**src/rtl/irq_rep_pkg.sv**
```systemverilog
package irq_rep_pkg;
  typedef enum logic [1:0] {
    MODE_NORMAL = 2'd0,
    MODE_STOP   = 2'd1,
    MODE_SLEEP  = 2'd2,
    MODE_RESET  = 2'd3
  } pwr_mode_e;
endpackage

```
**src/rtl/irq_edge_det.sv**
```systemverilog
module irq_edge_det #(
  parameter int W = 9
) (
  input  logic         clk,
  input  logic         rst_n,
  input  logic [W-1:0] lvl_i,
  output logic [W-1:0] rise_o
);
  logic [W-1:0] prev_q;
  logic [W-1:0] prev_d;

  always_comb begin
    prev_d = lvl_i;
  end

  always_ff @(posedge clk or negedge rst_n) begin
    if (!rst_n) prev_q <= '0;
    else        prev_q <= prev_d;
  end

  assign rise_o = lvl_i & ~prev_q;
endmodule

```
**src/rtl/irq_evt_qual.sv**
```systemverilog
module irq_evt_qual
  import irq_rep_pkg::*;
#(
  parameter int N_FAULT = 6,
  parameter int N_WAKE  = 3,
  localparam int N_EVT  = N_FAULT + N_WAKE
) (
  input  pwr_mode_e          mode_i,
  input  logic [N_FAULT-1:0] fault_rise_i,
  input  logic [N_WAKE-1:0]  wake_rise_i,
  output logic [N_EVT-1:0]   evt_o
);
  logic fault_en;
  logic wake_en;

  always_comb begin
    fault_en = (mode_i == MODE_NORMAL) || (mode_i == MODE_STOP);
    wake_en  = (mode_i == MODE_STOP);
  end

  for (genvar i = 0; i < N_FAULT; i++) begin : g_fault
    assign evt_o[i] = fault_rise_i[i] & fault_en;
  end
  for (genvar j = 0; j < N_WAKE; j++) begin : g_wake
    assign evt_o[N_FAULT+j] = wake_rise_i[j] & wake_en;
  end
endmodule

```
**src/rtl/irq_pulse_gen.sv**
```systemverilog
module irq_pulse_gen #(
  parameter int PULSE_LEN = 4,
  localparam int CNT_W    = $clog2(PULSE_LEN + 1)
) (
  input  logic clk,
  input  logic rst_n,
  input  logic trig_i,
  output logic irq_n_o
);
  logic [CNT_W-1:0] cnt_q;
  logic [CNT_W-1:0] cnt_d;
  logic             cnt_en;

  always_comb begin
    cnt_en = trig_i || (cnt_q != '0);
    if (trig_i) cnt_d = CNT_W'(PULSE_LEN);
    else        cnt_d = cnt_q - 1'b1;
  end

  always_ff @(posedge clk or negedge rst_n) begin
    if (!rst_n)      cnt_q <= '0;
    else if (cnt_en) cnt_q <= cnt_d;
  end

  assign irq_n_o = (cnt_q == '0);
endmodule

```
**src/rtl/irq_src_latch.sv**
```systemverilog
module irq_src_latch #(
  parameter int W = 9
) (
  input  logic         clk,
  input  logic         rst_n,
  input  logic [W-1:0] evt_i,
  input  logic         rd_i,
  output logic [W-1:0] src_o,
  output logic         pend_o
);
  logic [W-1:0] src_q, src_d;
  logic         pend_q, pend_d;
  logic         upd_en;

  always_comb begin
    upd_en = rd_i || (evt_i != '0);
    src_d  = (rd_i ? '0 : src_q) | evt_i;
    pend_d = (rd_i ? 1'b0 : pend_q) | (|evt_i);
  end

  always_ff @(posedge clk or negedge rst_n) begin
    if (!rst_n) begin
      src_q  <= '0;
      pend_q <= 1'b0;
    end else if (upd_en) begin
      src_q  <= src_d;
      pend_q <= pend_d;
    end
  end

  assign src_o  = src_q;
  assign pend_o = pend_q;
endmodule

```
**src/rtl/irq_reporter.sv**
```systemverilog
module irq_reporter
  import irq_rep_pkg::*;
#(
  parameter int N_FAULT   = 6,
  parameter int N_WAKE    = 3,
  parameter int PULSE_LEN = 4,
  localparam int N_EVT    = N_FAULT + N_WAKE
) (
  input  logic               clk,
  input  logic               rst_n,
  input  logic [N_FAULT-1:0] fault_i,
  input  logic [N_WAKE-1:0]  wake_i,
  input  logic [1:0]         mode_i,
  input  logic               rd_stb_i,
  output logic               irq_n_o,
  output logic [N_EVT-1:0]   src_o,
  output logic               pend_o
);
  logic [N_EVT-1:0] rise;
  logic [N_EVT-1:0] evt;
  pwr_mode_e        mode;

  assign mode = pwr_mode_e'(mode_i);

  irq_edge_det #(.W(N_EVT)) u_edge (
    .clk    (clk),
    .rst_n  (rst_n),
    .lvl_i  ({wake_i, fault_i}),
    .rise_o (rise)
  );

  irq_evt_qual #(.N_FAULT(N_FAULT), .N_WAKE(N_WAKE)) u_qual (
    .mode_i       (mode),
    .fault_rise_i (rise[N_FAULT-1:0]),
    .wake_rise_i  (rise[N_EVT-1:N_FAULT]),
    .evt_o        (evt)
  );

  irq_pulse_gen #(.PULSE_LEN(PULSE_LEN)) u_pulse (
    .clk     (clk),
    .rst_n   (rst_n),
    .trig_i  (|evt),
    .irq_n_o (irq_n_o)
  );

  irq_src_latch #(.W(N_EVT)) u_src (
    .clk    (clk),
    .rst_n  (rst_n),
    .evt_i  (evt),
    .rd_i   (rd_stb_i),
    .src_o  (src_o),
    .pend_o (pend_o)
  );
endmodule

```
**config.mk**
```make
export PLATFORM = sky130hd
export DESIGN_NAME = irq_reporter
export DESIGN_NICKNAME = d
export VERILOG_FILES = /design/src/rtl/irq_rep_pkg.sv /design/src/rtl/irq_edge_det.sv /design/src/rtl/irq_evt_qual.sv /design/src/rtl/irq_pulse_gen.sv /design/src/rtl/irq_src_latch.sv /design/src/rtl/irq_reporter.sv
export SDC_FILE = /design/constraint.sdc
export NUM_CORES = 1
export LEC_CHECK = 0
export ABC_AREA = 0
export BUFFER_PORTS_ARGS = -buffer_cell sky130_fd_sc_hd__buf_2
export CAP_MARGIN = 5
export CORE_ASPECT_RATIO = 0.5
export CORE_MARGIN = 2
export CORE_UTILIZATION = 25
export DETAILED_ROUTE_END_ITERATION = 12
export GPL_TIMING_DRIVEN = 0
export SYNTH_ARGS = -nofsm -noshare
export SYNTH_HDL_FRONTEND = slang
export SYNTH_SLANG_ARGS = --single-unit
```
**constraint.sdc**
```tcl
create_clock -name clk -period 2.5 [get_ports clk]
set_input_delay 0.375 -clock clk [delete_from_list [all_inputs] [get_ports clk]]
set_output_delay 0.375 -clock clk [all_outputs]
set_load 0.02 [all_outputs]
```
==> results.sh, run 1 <==
export IMPL_status="completed"
export IMPL_worstSetupPathType="reg2out"
export IMPL_final_setup_worst_slack_ps=862
export IMPL_antenna_left=0
export IMPL_grt_pass1_vias=564
export IMPL_totalPowerFinal_uw=809
export IMPL_rrSetupSlack_ps=1290
export IMPL_syn_area_um2=847
export IMPL_dp_slack_ps=1130
export IMPL_cp_start_kind="flip-flop"
export IMPL_syn_nets=88
export IMPL_gp_congestion=0.716
export IMPL_rows=14
export IMPL_cts_buffers=3
export IMPL_clock_sinks=22
export IMPL_finalHoldViolCount=0
export IMPL_gr_usage_all_layers_pct=8.45
export IMPL_intPower_uw=587
export IMPL_p_leak_uw=0.000524
export IMPL_start_util_pct=27.2
export IMPL_die_w_um=86.3
export IMPL_antenna_cells=0
export IMPL_gr_usage_met2_pct=15.2
export IMPL_final_common_cell="buf_2"
export IMPL_syn_inst=72
export IMPL_hold_ws_ps=68.1
export IMPL_met3_usage_pct=2.74
export IMPL_synth_warnings=0
export IMPL_synth_seq_cells=22
export IMPL_pwr_share_seq_pct=51.5
export IMPL_htree_levels=1
export IMPL_grt_overflow=0
export IMPL_cp_max_fo=4
export IMPL_grt_busiest_layer="met2"
export IMPL_place_detailed_hpwl_um=1070
export IMPL_period_share_pct=65.5
export IMPL_p_comb_share_pct=22.8
export IMPL_fp_dieArea_um2=3900
export IMPL_drc=0
export IMPL_syn_avg_cell_area_um2=11.8
export IMPL_drtIter0Drc=7
export IMPL_rsz0062_at_grt="false"
export IMPL_cts_resized=0
export IMPL_route_vias_total=558
export IMPL_design_portCount=25
export IMPL_antenna_found_initial=0
export IMPL_finalSetupViolCount=0
export IMPL_routedWlPerCell_um=9.93
export IMPL_switching_share_pct=27.5
export IMPL_dr_pass1_iters=3
export IMPL_finalCriticalPeriod_ps=1640
export IMPL_synth_cell_types=17
export IMPL_grt_start_max_net_pins=23
export IMPL_nNetsFinal=116
export IMPL_cts_hold_buf=0
export IMPL_worst_ep_arrival_time_ps=1260
export IMPL_wl_um=1370
export IMPL_layout_common_cells="23 x buf_2, 22 x dfrtp_1, 14 x inv_1, 9 x o22ai_1, 5 x nand2b_1"
export IMPL_slew_headroom_pct=68.3
export IMPL_vdd_ir_drop_worst_mv=0.307
export IMPL_required_ps=2120
export IMPL_cts_tree="done"
export IMPL_fmax_mhz=610
export IMPL_tns_ps=0
export IMPL_port_buffers=23
export IMPL_skew_ps=0.887
export IMPL_hold_path_class="in2async"
export IMPL_viasPerCell=4.04
export IMPL_clk_pin_slew_ps=70
export IMPL_postCtsSetupBuffers=0
export IMPL_syn2layout_area_growth_pct=24.4
export IMPL_cp_end_kind="output port"
export IMPL_layout_drive_gt1_share_pct=31.6
export IMPL_ctsLongestPathBuffers=2
export IMPL_cellPowerDensity_nw_per_um2=768
export IMPL_clock_tree_root_cell="clkbuf_8"
export IMPL_grt_util_met1_pct=9.79
export IMPL_ys_seq_area_share_pct=65.0
export IMPL_core_um2=3120
export IMPL_cap_viol_max_count=0
export IMPL_power_net_switching_uw=222
export IMPL_clkPwrFrac_pct=25.7
export IMPL_clk_latency_ps=250
export IMPL_grt_pass1_wl_um=2500
export IMPL_slew_viol_final=0
export IMPL_max_slew_worst_pin_slew_ps=476
export IMPL_die_h_um=45.2
worst max-delay path: stages (launching register included):
cell	delay (ps)
dfrtp_1	390
inv_1	80
ha_1	160
and2b_1	190
buf_2	190
area by class of cell:
type,instances,area [um^2]
sequential,22,551
multi-input combinational,35,240
clock buffer,3,41.3
buffer,1,3.75
inverter,14,52.6
timing repair buffer,23,115
tap,40,50.0
fill,331,2060
Yosys cell counts:
library cell | number | share of area (%)
nand2b_1 | 5 | 3.7
and2_1 | 2 | 1.5
nor2_1 | 1 | 0.44
nand4_1 | 1 | 0.74
a31oi_1 | 1 | 0.74
mux2i_1 | 1 | 1.2
o21ai_0 | 2 | 1.2
ha_1 | 2 | 3.0
nand2b_2 | 4 | 4.1
and2b_1 | 1 | 0.89
o22ai_1 | 9 | 6.6
dfrtp_1 | 22 | 65
o31ai_2 | 1 | 1.5
clkbuf_1 | 1 | 0.44
nand2_1 | 4 | 1.8
inv_1 | 14 | 6.2
xnor2_1 | 1 | 1.0
cell families (layout without fill, tap and decap cells):
kind of cell | after synthesis | count (layout) | share of synthesized area (%)
buffers and inverters | 15 | 41 | 6.65
AND/OR/NAND/NOR | 18 | 18 | 13.1
flip-flops | 22 | 22 | 65.0
multiplexers | 1 | 1 | 1.18
XOR/XNOR | 1 | 1 | 1.03
adder cells (fa/ha/maj) | 2 | 2 | 2.95
AO/OA/AOI/OAI | 13 | 13 | 10.0
power by group through the flow:
stage	logic (uW)	registers, uW	clock network [uW]
after floorplan	116	436	0
after global placement	187	422	0
after detailed placement	188	424	0
final	185	416	208
after CTS	189	417	216
after global routing	211	423	237
sequential cells by signal (all words and copies together) (netlist names):
register       count
u_src.src_o        9
u_edge.prev_q      9
u_src.pend_o       1
u_pulse.cnt_q      3
stage by stage:
stage / area (um^2) / cells / utilization (%)
2_1_floorplan: 847 / 72 / -
3_3_place_gp: 1010 / 135 / 32.5
3_5_place_dp: 1010 / 135 / 32.5
4_1_cts: 1050 / 138 / 33.8
5_1_grt: 1050 / 138 / 33.8
6_report: 1050 / 138 / 33.8
worst paths after layout:
| path | start | end | cells past startpoint |
|---|---|---|---|
| max in group asynchronous | rst_n | u_edge.prev_q[7] | 1 |
| min | rst_n | u_edge.prev_q[2] | 1 |
| min in group clk | wake_i[1] | u_edge.prev_q[7] | 1 |
| min reg2reg | u_pulse.cnt_q[2] | u_pulse.cnt_q[2] | 2 |
| max | u_pulse.cnt_q[0] | irq_n_o | 4 |
| max reg2reg | u_pulse.cnt_q[0] | u_pulse.cnt_q[1] | 6 |
metal layers:
metal / wire [um] / up-vias
li1: - / 283
met1: 616 / 265
met2: 704 / 8
met3: 42 / 2
met4: 8 / 0
met5: 0 / -
Note: power is estimated with default switching activity, not from simulation.
==> inputs of run 2 (changes only) <==
==> constraint.sdc (replaced) <==
create_clock -name clk -period 1.3 [get_ports clk]
set_input_delay 0.195 -clock clk [delete_from_list [all_inputs] [get_ports clk]]
set_output_delay 0.195 -clock clk [all_outputs]
set_load 0.02 [all_outputs]
==> run 2 against run 1 <==
The flow now finishes with violations (setup timing). Power is 120% higher. Sequential share of layout area is 3.1 points lower. Non-clock buffer count is 6 higher. Worst setup slack worse by 920 ps. Combinational power grew to 2.9 times the previous value. Hold slack worse by 8.3 ps. Sequential cell count stayed put. Via count is 4.8% higher.
==> results.sh, run 2 (synthesized netlist as in run 1, its figures left out) <==
export IMPL_multi_input_area_um2=254
export IMPL_antenna_left=0
export IMPL_finalHoldViolCount=0
export IMPL_cp_max_fo=2
export IMPL_slowest_delay_ps=360
export IMPL_antenna_cells=0
export IMPL_layout_common_cells="22 x buf_2, 22 x dfrtp_1, 12 x inv_1, 9 x o22ai_1"
export IMPL_antenna_found_initial=0
export IMPL_drc=0
export IMPL_route_vias_total=585
export IMPL_cts_tree="done"
export IMPL_tns_ps=-61.0
export IMPL_skew_ps=0.888
export IMPL_fp_dieArea_um2=3900
export IMPL_design_portCount=25
export IMPL_clkPwrFrac_pct=23.0
export IMPL_viasPerCell=4.06
export IMPL_grt_pass1_wl_um=2660
export IMPL_p_leak_uw=0.000552
export IMPL_rows=14
export IMPL_design_area_um2=1120
export IMPL_ctsLongestPathBuffers=2
export IMPL_register_area_um2=551
export IMPL_layout_drive_gt1_share_pct=38.5
export IMPL_start_util_pct=27.2
export IMPL_clock_sinks=22
export IMPL_final_setup_worst_slack_ps=-61.0
export IMPL_grt_start_max_net_pins=23
export IMPL_placed_area_um2=1010
export IMPL_period_share_pct=105
export IMPL_vdd_ir_drop_worst_mv=0.598
export IMPL_core_um2=3120
export IMPL_clock_tree_root_cell="clkbuf_8"
export IMPL_switching_share_pct=27.8
export IMPL_grt_overflow=0
export IMPL_required_ps=1110
export IMPL_finalSetupViolCount=1
export IMPL_dp_slack_ps=92.8
export IMPL_port_buffers=23
export IMPL_dr_pass1_iters=3
export IMPL_cp_start_kind="flip-flop"
export IMPL_gr_usage_all_layers_pct=9.02
export IMPL_die_w_um=86.3
export IMPL_cap_viol_max_count=0
export IMPL_path_buf_inv=2
export IMPL_totalPowerFinal_uw=1740
export IMPL_wl_um=1500
export IMPL_drtIter0Drc=12
export IMPL_gp_congestion=0.716
export IMPL_nNetsFinal=122
export IMPL_grt_pass1_vias=608
export IMPL_htree_levels=1
export IMPL_syn2layout_area_growth_pct=32.3
export IMPL_finalCriticalPeriod_ps=1360
export IMPL_max_slew_worst_pin_slew_ps=477
export IMPL_cts_buffers=3
export IMPL_fmax_mhz=735
export IMPL_post_route_util_pct=36.0
export IMPL_rsz0062_at_grt="true"
export IMPL_cp_end_kind="output port"
export IMPL_intPower_uw=1260
export IMPL_place_detailed_hpwl_um=1070
export IMPL_slew_viol_final=0
export IMPL_clk_latency_ps=250
export IMPL_hold_path_class="in2reg"
export IMPL_worst_ep_arrival_time_ps=1170
export IMPL_clk_pin_slew_ps=70
export IMPL_slew_headroom_pct=68.2
export IMPL_pwr_share_seq_pct=46.2
export IMPL_violations="setup timing"
export IMPL_crit_slowest_cell="dfrtp_1"
export IMPL_fillers=329
export IMPL_power_net_switching_uw=483
export IMPL_die_h_um=45.2
export IMPL_crit_chain="inv_2 -> ha_4 -> and2b_2 -> buf_6"
export IMPL_p_comb_share_pct=30.8
export IMPL_cellPowerDensity_nw_per_um2=1550
export IMPL_status="finished, violations left"
export IMPL_routedWlPerCell_um=10.4
export IMPL_worstSetupPathType="reg2out"
export IMPL_cp_top_family="flip-flops"
==> run 2: cell types whose count changed in the layout (fill, tap and decap cells not counted) <==
cell	change
ha_1	-1
and2b_2	+1
dlygate4sd3_1	+1
inv_1	-2
and2b_1	-1
ha_4	+1
buf_4	+5
buf_6	+1
inv_2	+2
buf_2	-1
==> run 2: worst register-to-register path, delay by kind of cell (launching register included) <==
kind                       cells  cell delay [ps]
xor gates and xnor gates       1              110
adders and majority gates      1              150
DFF                            1              360
and+or+nand+nor                2              360
buffers and inverters          2              200
==> run 2: worst paths after layout <==
path	startpoint	endpoint	slack [ps]	cells past startpoint
worst max-delay path	u_pulse.cnt_q[0]	irq_n_o	-60	4
worst min-delay path	wake_i[1]	u_edge.prev_q[7]	60	1
worst max register to register	u_pulse.cnt_q[0]	u_pulse.cnt_q[0]	10	6
worst min register to register	u_pulse.cnt_q[2]	u_pulse.cnt_q[2]	520	2
max in group asynchronous	rst_n	u_edge.prev_q[7]	550	2
min in group asynchronous	rst_n	u_edge.prev_q[2]	430	2
==> run 2: power by group through the flow <==
stage,Sequential (uW),Combinational (uW),Clock [uW]
3_5_place_dp,814,361,0
6_report,804,536,401
5_1_grt,817,587,455
3_3_place_gp,811,360,0
4_1_cts,804,494,415
2_1_floorplan,839,224,0
==> run 2: stage by stage <==
| step | hold slack (ps) | cells |
|---|---|---|
| 2_1_floorplan | -101 | 72 |
| 3_3_place_gp | 184 | 135 |
| 3_5_place_dp | 182 | 135 |
| 4_1_cts | 56.1 | 143 |
| 5_1_grt | 46.2 | 144 |
| 6_report | 59.9 | 144 |
==> run 2: routing by layer <==
| layer | GRT usage [%] | part of all wire [%] |
|---|---|---|
| met5 | 0 | 0 |
| met4 | 2.81 | 0.53 |
| met3 | 2.74 | 2.8 |
| met2 | 17.5 | 54 |
| met1 | 9.68 | 43 |
==> run 2: final cells by class <==
type	instances	share of cell area [%]
Sequential cell	22	49.1
Timing Repair Buffer	29	15.1
Tap cell	40	4.46
Multi-Input combinational cell	35	22.7
Buffer	1	0.335
Inverter	14	4.69
Clock buffer	3	3.68
==> run 2: what timing repair did <==
action,in CTS,in global routing
setup endpoints to repair,1,3
hold buffers,1,0
resized for setup,7,0
buffers inserted,4,1
hold endpoints to repair,22,0
pin swaps,1,1
==> inputs of run 3 (changes only) <==
--- a/config.mk
+++ b/config.mk
@@ -11,6 +11,7 @@
 export CORE_ASPECT_RATIO = 0.5
 export CORE_MARGIN = 2
 export CORE_UTILIZATION = 25
+export CTS_BUF_LIST = sky130_fd_sc_hd__clkbuf_2
 export DETAILED_ROUTE_END_ITERATION = 12
 export GPL_TIMING_DRIVEN = 0
 export SYNTH_ARGS = -nofsm -noshare
==> run 3 against run 2 <==
The run still ends with setup timing left. Clock power down 38%. Sequential share of layout area down 2.8 points. Clock-buffer cell count is the same. Core utilization up 2.2 points. Global-route usage rose by 0.20 points. Cell count increased by 5.6%. Design area is 6.0% higher. Routed wire length increased by 3.8%. Maximum frequency fell by 6.2%. Critical path type unchanged. Largest power group unchanged.
==> results.sh, run 3 (synthesized netlist as in run 1, its figures left out) <==
export IMPL_place_inst=135
export IMPL_final_setup_worst_slack_ps=-152
export IMPL_r2r_start="u_pulse.cnt_q[1]"
export IMPL_hold_path_class="in2reg"
export IMPL_rsz0062_at_grt="true"
export IMPL_p_leak_uw=0.000578
export IMPL_fp_dieArea_um2=3900
export IMPL_dr_pass1_iters=4
export IMPL_path_buf_inv=2
export IMPL_period_share_pct=112
export IMPL_hold_path_end="u_src.src_o[4]"
export IMPL_design_portCount=25
export IMPL_slew_viol_final=0
export IMPL_core_um2=3120
export IMPL_clk_pin_slew_ps=190
export IMPL_power_net_switching_uw=479
export IMPL_ctsLongestPathBuffers=2
export IMPL_violations="setup timing"
export IMPL_crit_slowest_cell="dfrtp_1"
export IMPL_reg2reg_to="u_pulse.cnt_q[0]"
export IMPL_worst_ep_arrival_time_ps=1260
export IMPL_switching_share_pct=29.7
export IMPL_placed_area_um2=1010
export IMPL_viasPerCell=4.02
export IMPL_design_area_um2=1190
export IMPL_totalPowerFinal_uw=1610
export IMPL_max_slew_worst_pin_slew_ps=474
export IMPL_finalHoldViolCount=0
export IMPL_cp_top_family="flip-flops"
export IMPL_tns_ps=-152
export IMPL_vdd_ir_drop_worst_mv=0.510
export IMPL_worstRegToRegCells=6
export IMPL_clock_sinks=22
export IMPL_cap_viol_max_count=0
export IMPL_slowest_delay_ps=400
export IMPL_finalCriticalPeriod_ps=1450
export IMPL_cellPowerDensity_nw_per_um2=1360
export IMPL_skew_ps=9.34
export IMPL_grt_pass1_wl_um=2720
export IMPL_layout_drive_gt1_share_pct=34.8
export IMPL_grt_overflow=0
export IMPL_rrSetupSlack_ps=0
export IMPL_worstSetupPathType="reg2out"
export IMPL_finalSetupViolCount=1
export IMPL_cts_tree="done"
export IMPL_wl_um=1550
export IMPL_grt_pass1_vias=640
export IMPL_cp_end_kind="output port"
export IMPL_pwr_share_seq_pct=49.8
export IMPL_die_h_um=45.2
export IMPL_grt_start_max_net_pins=23
export IMPL_clock_tree_root_cell="clkbuf_2"
export IMPL_gr_usage_all_layers_pct=9.22
export IMPL_syn2layout_area_growth_pct=40.3
export IMPL_antenna_left=0
export IMPL_start_util_pct=27.2
export IMPL_nNetsFinal=130
export IMPL_port_buffers=23
export IMPL_routedWlPerCell_um=10.2
export IMPL_place_detailed_hpwl_um=1070
export IMPL_final_common_cell="dfrtp_1"
export IMPL_status="finished, violations left"
export IMPL_cp_max_fo=2
export IMPL_antenna_cells=0
export IMPL_antenna_found_initial=0
export IMPL_die_w_um=86.3
export IMPL_intPower_uw=1130
export IMPL_fmax_mhz=689
export IMPL_required_ps=1110
export IMPL_layout_common_cells="22 x dfrtp_1, 21 x buf_2, 12 x inv_1, 10 x dlygate4sd3_1, 9 x o22ai_1"
export IMPL_final_cells=152
export IMPL_drc=0
export IMPL_hold_depth=2
export IMPL_htree_levels=1
export IMPL_route_vias_total=611
export IMPL_min_from="mode_i[1]"
export IMPL_clkPwrFrac_pct=15.3
export IMPL_clk_latency_ps=310
export IMPL_p_comb_share_pct=34.9
export IMPL_dp_slack_ps=92.8
export IMPL_gp_congestion=0.716
export IMPL_cts_buffers=3
export IMPL_drtIter0Drc=14
export IMPL_crit_chain="inv_2 -> ha_4 -> and2b_2 -> buf_6"
export IMPL_cp_start_kind="flip-flop"
export IMPL_rows=14
export IMPL_slew_headroom_pct=68.4
-- run 3: cell count changes in the layout (fill, tap and decap cells not counted) --
cell,before,now
o31ai_4,0,1
o21ai_0,2,1
dlygate4sd3_1,1,10
buf_2,22,21
clkbuf_2,0,3
o21ai_1,0,1
o31ai_2,1,0
clkbuf_8,3,0
-- run 3: repair_timing --
| action | CTS | global route |
|---|---|---|
| hold buffers | 10 | 0 |
| pin swaps | 1 | 2 |
| setup buffers | 4 | 2 |
| endpoints found under the setup margin | 1 | 4 |
| hold endpoints to repair | 31 | 0 |
| gates resized for setup | 7 | 2 |
-- run 3: power by group through the flow --
stage / logic [uW] / clock network [uW] / registers (uW)
2_1_floorplan: 224 / 0 / 839
3_3_place_gp: 360 / 0 / 811
3_5_place_dp: 361 / 0 / 814
4_1_cts: 514 / 261 / 803
5_1_grt: 619 / 290 / 817
6_report: 563 / 247 / 802
-- run 3: how the worst max path moves through the flow --
| stage | from | depth (start not counted) | end | slack (ps) |
|---|---|---|---|---|
| 2_1_floorplan | u_pulse.cnt_q[0] | 6 | u_pulse.cnt_q[1] | 50 |
| 3_3_place_gp | u_pulse.cnt_q[0] | 6 | u_pulse.cnt_q[1] | 90 |
| 3_5_place_dp | u_pulse.cnt_q[0] | 6 | u_pulse.cnt_q[1] | 90 |
| 4_1_cts | u_pulse.cnt_q[1] | 4 | irq_n_o | -150 |
| 5_1_grt | u_pulse.cnt_q[1] | 4 | irq_n_o | -240 |
| 6_report | u_pulse.cnt_q[1] | 4 | irq_n_o | -150 |
-- run 3: metrics by stage --
step                      hold WS [ps]  util (%)
after detailed placement           182      32.5
after global routing               126      38.1
after floorplan                   -101         -
after global placement             184      32.5
final                              142      38.1
after CTS                          130      37.8
-- run 3: final cells by class --
type	instances	area, um^2
multi-input cells	35	263
plain buffers	1	3.75
well taps	40	50.0
fillers	324	1930
repair buffers	37	254
clock buffers	3	15.0
inverters	14	52.6
flip-flops and latches	22	551
-- run 3: routing by layer --
| metal | routed length, um | vias to the layer above | part of all wire, % | GRT usage, % |
|---|---|---|---|---|
| met5 | 0 | - | 0 | 0 |
| met4 | 17 | 0 | 1.1 | 2.81 |
| met3 | 48 | 2 | 3.1 | 2.74 |
| met2 | 856 | 8 | 55 | 18.3 |
| met1 | 630 | 290 | 41 | 9.68 |
| li1 | - | 311 | - | - |
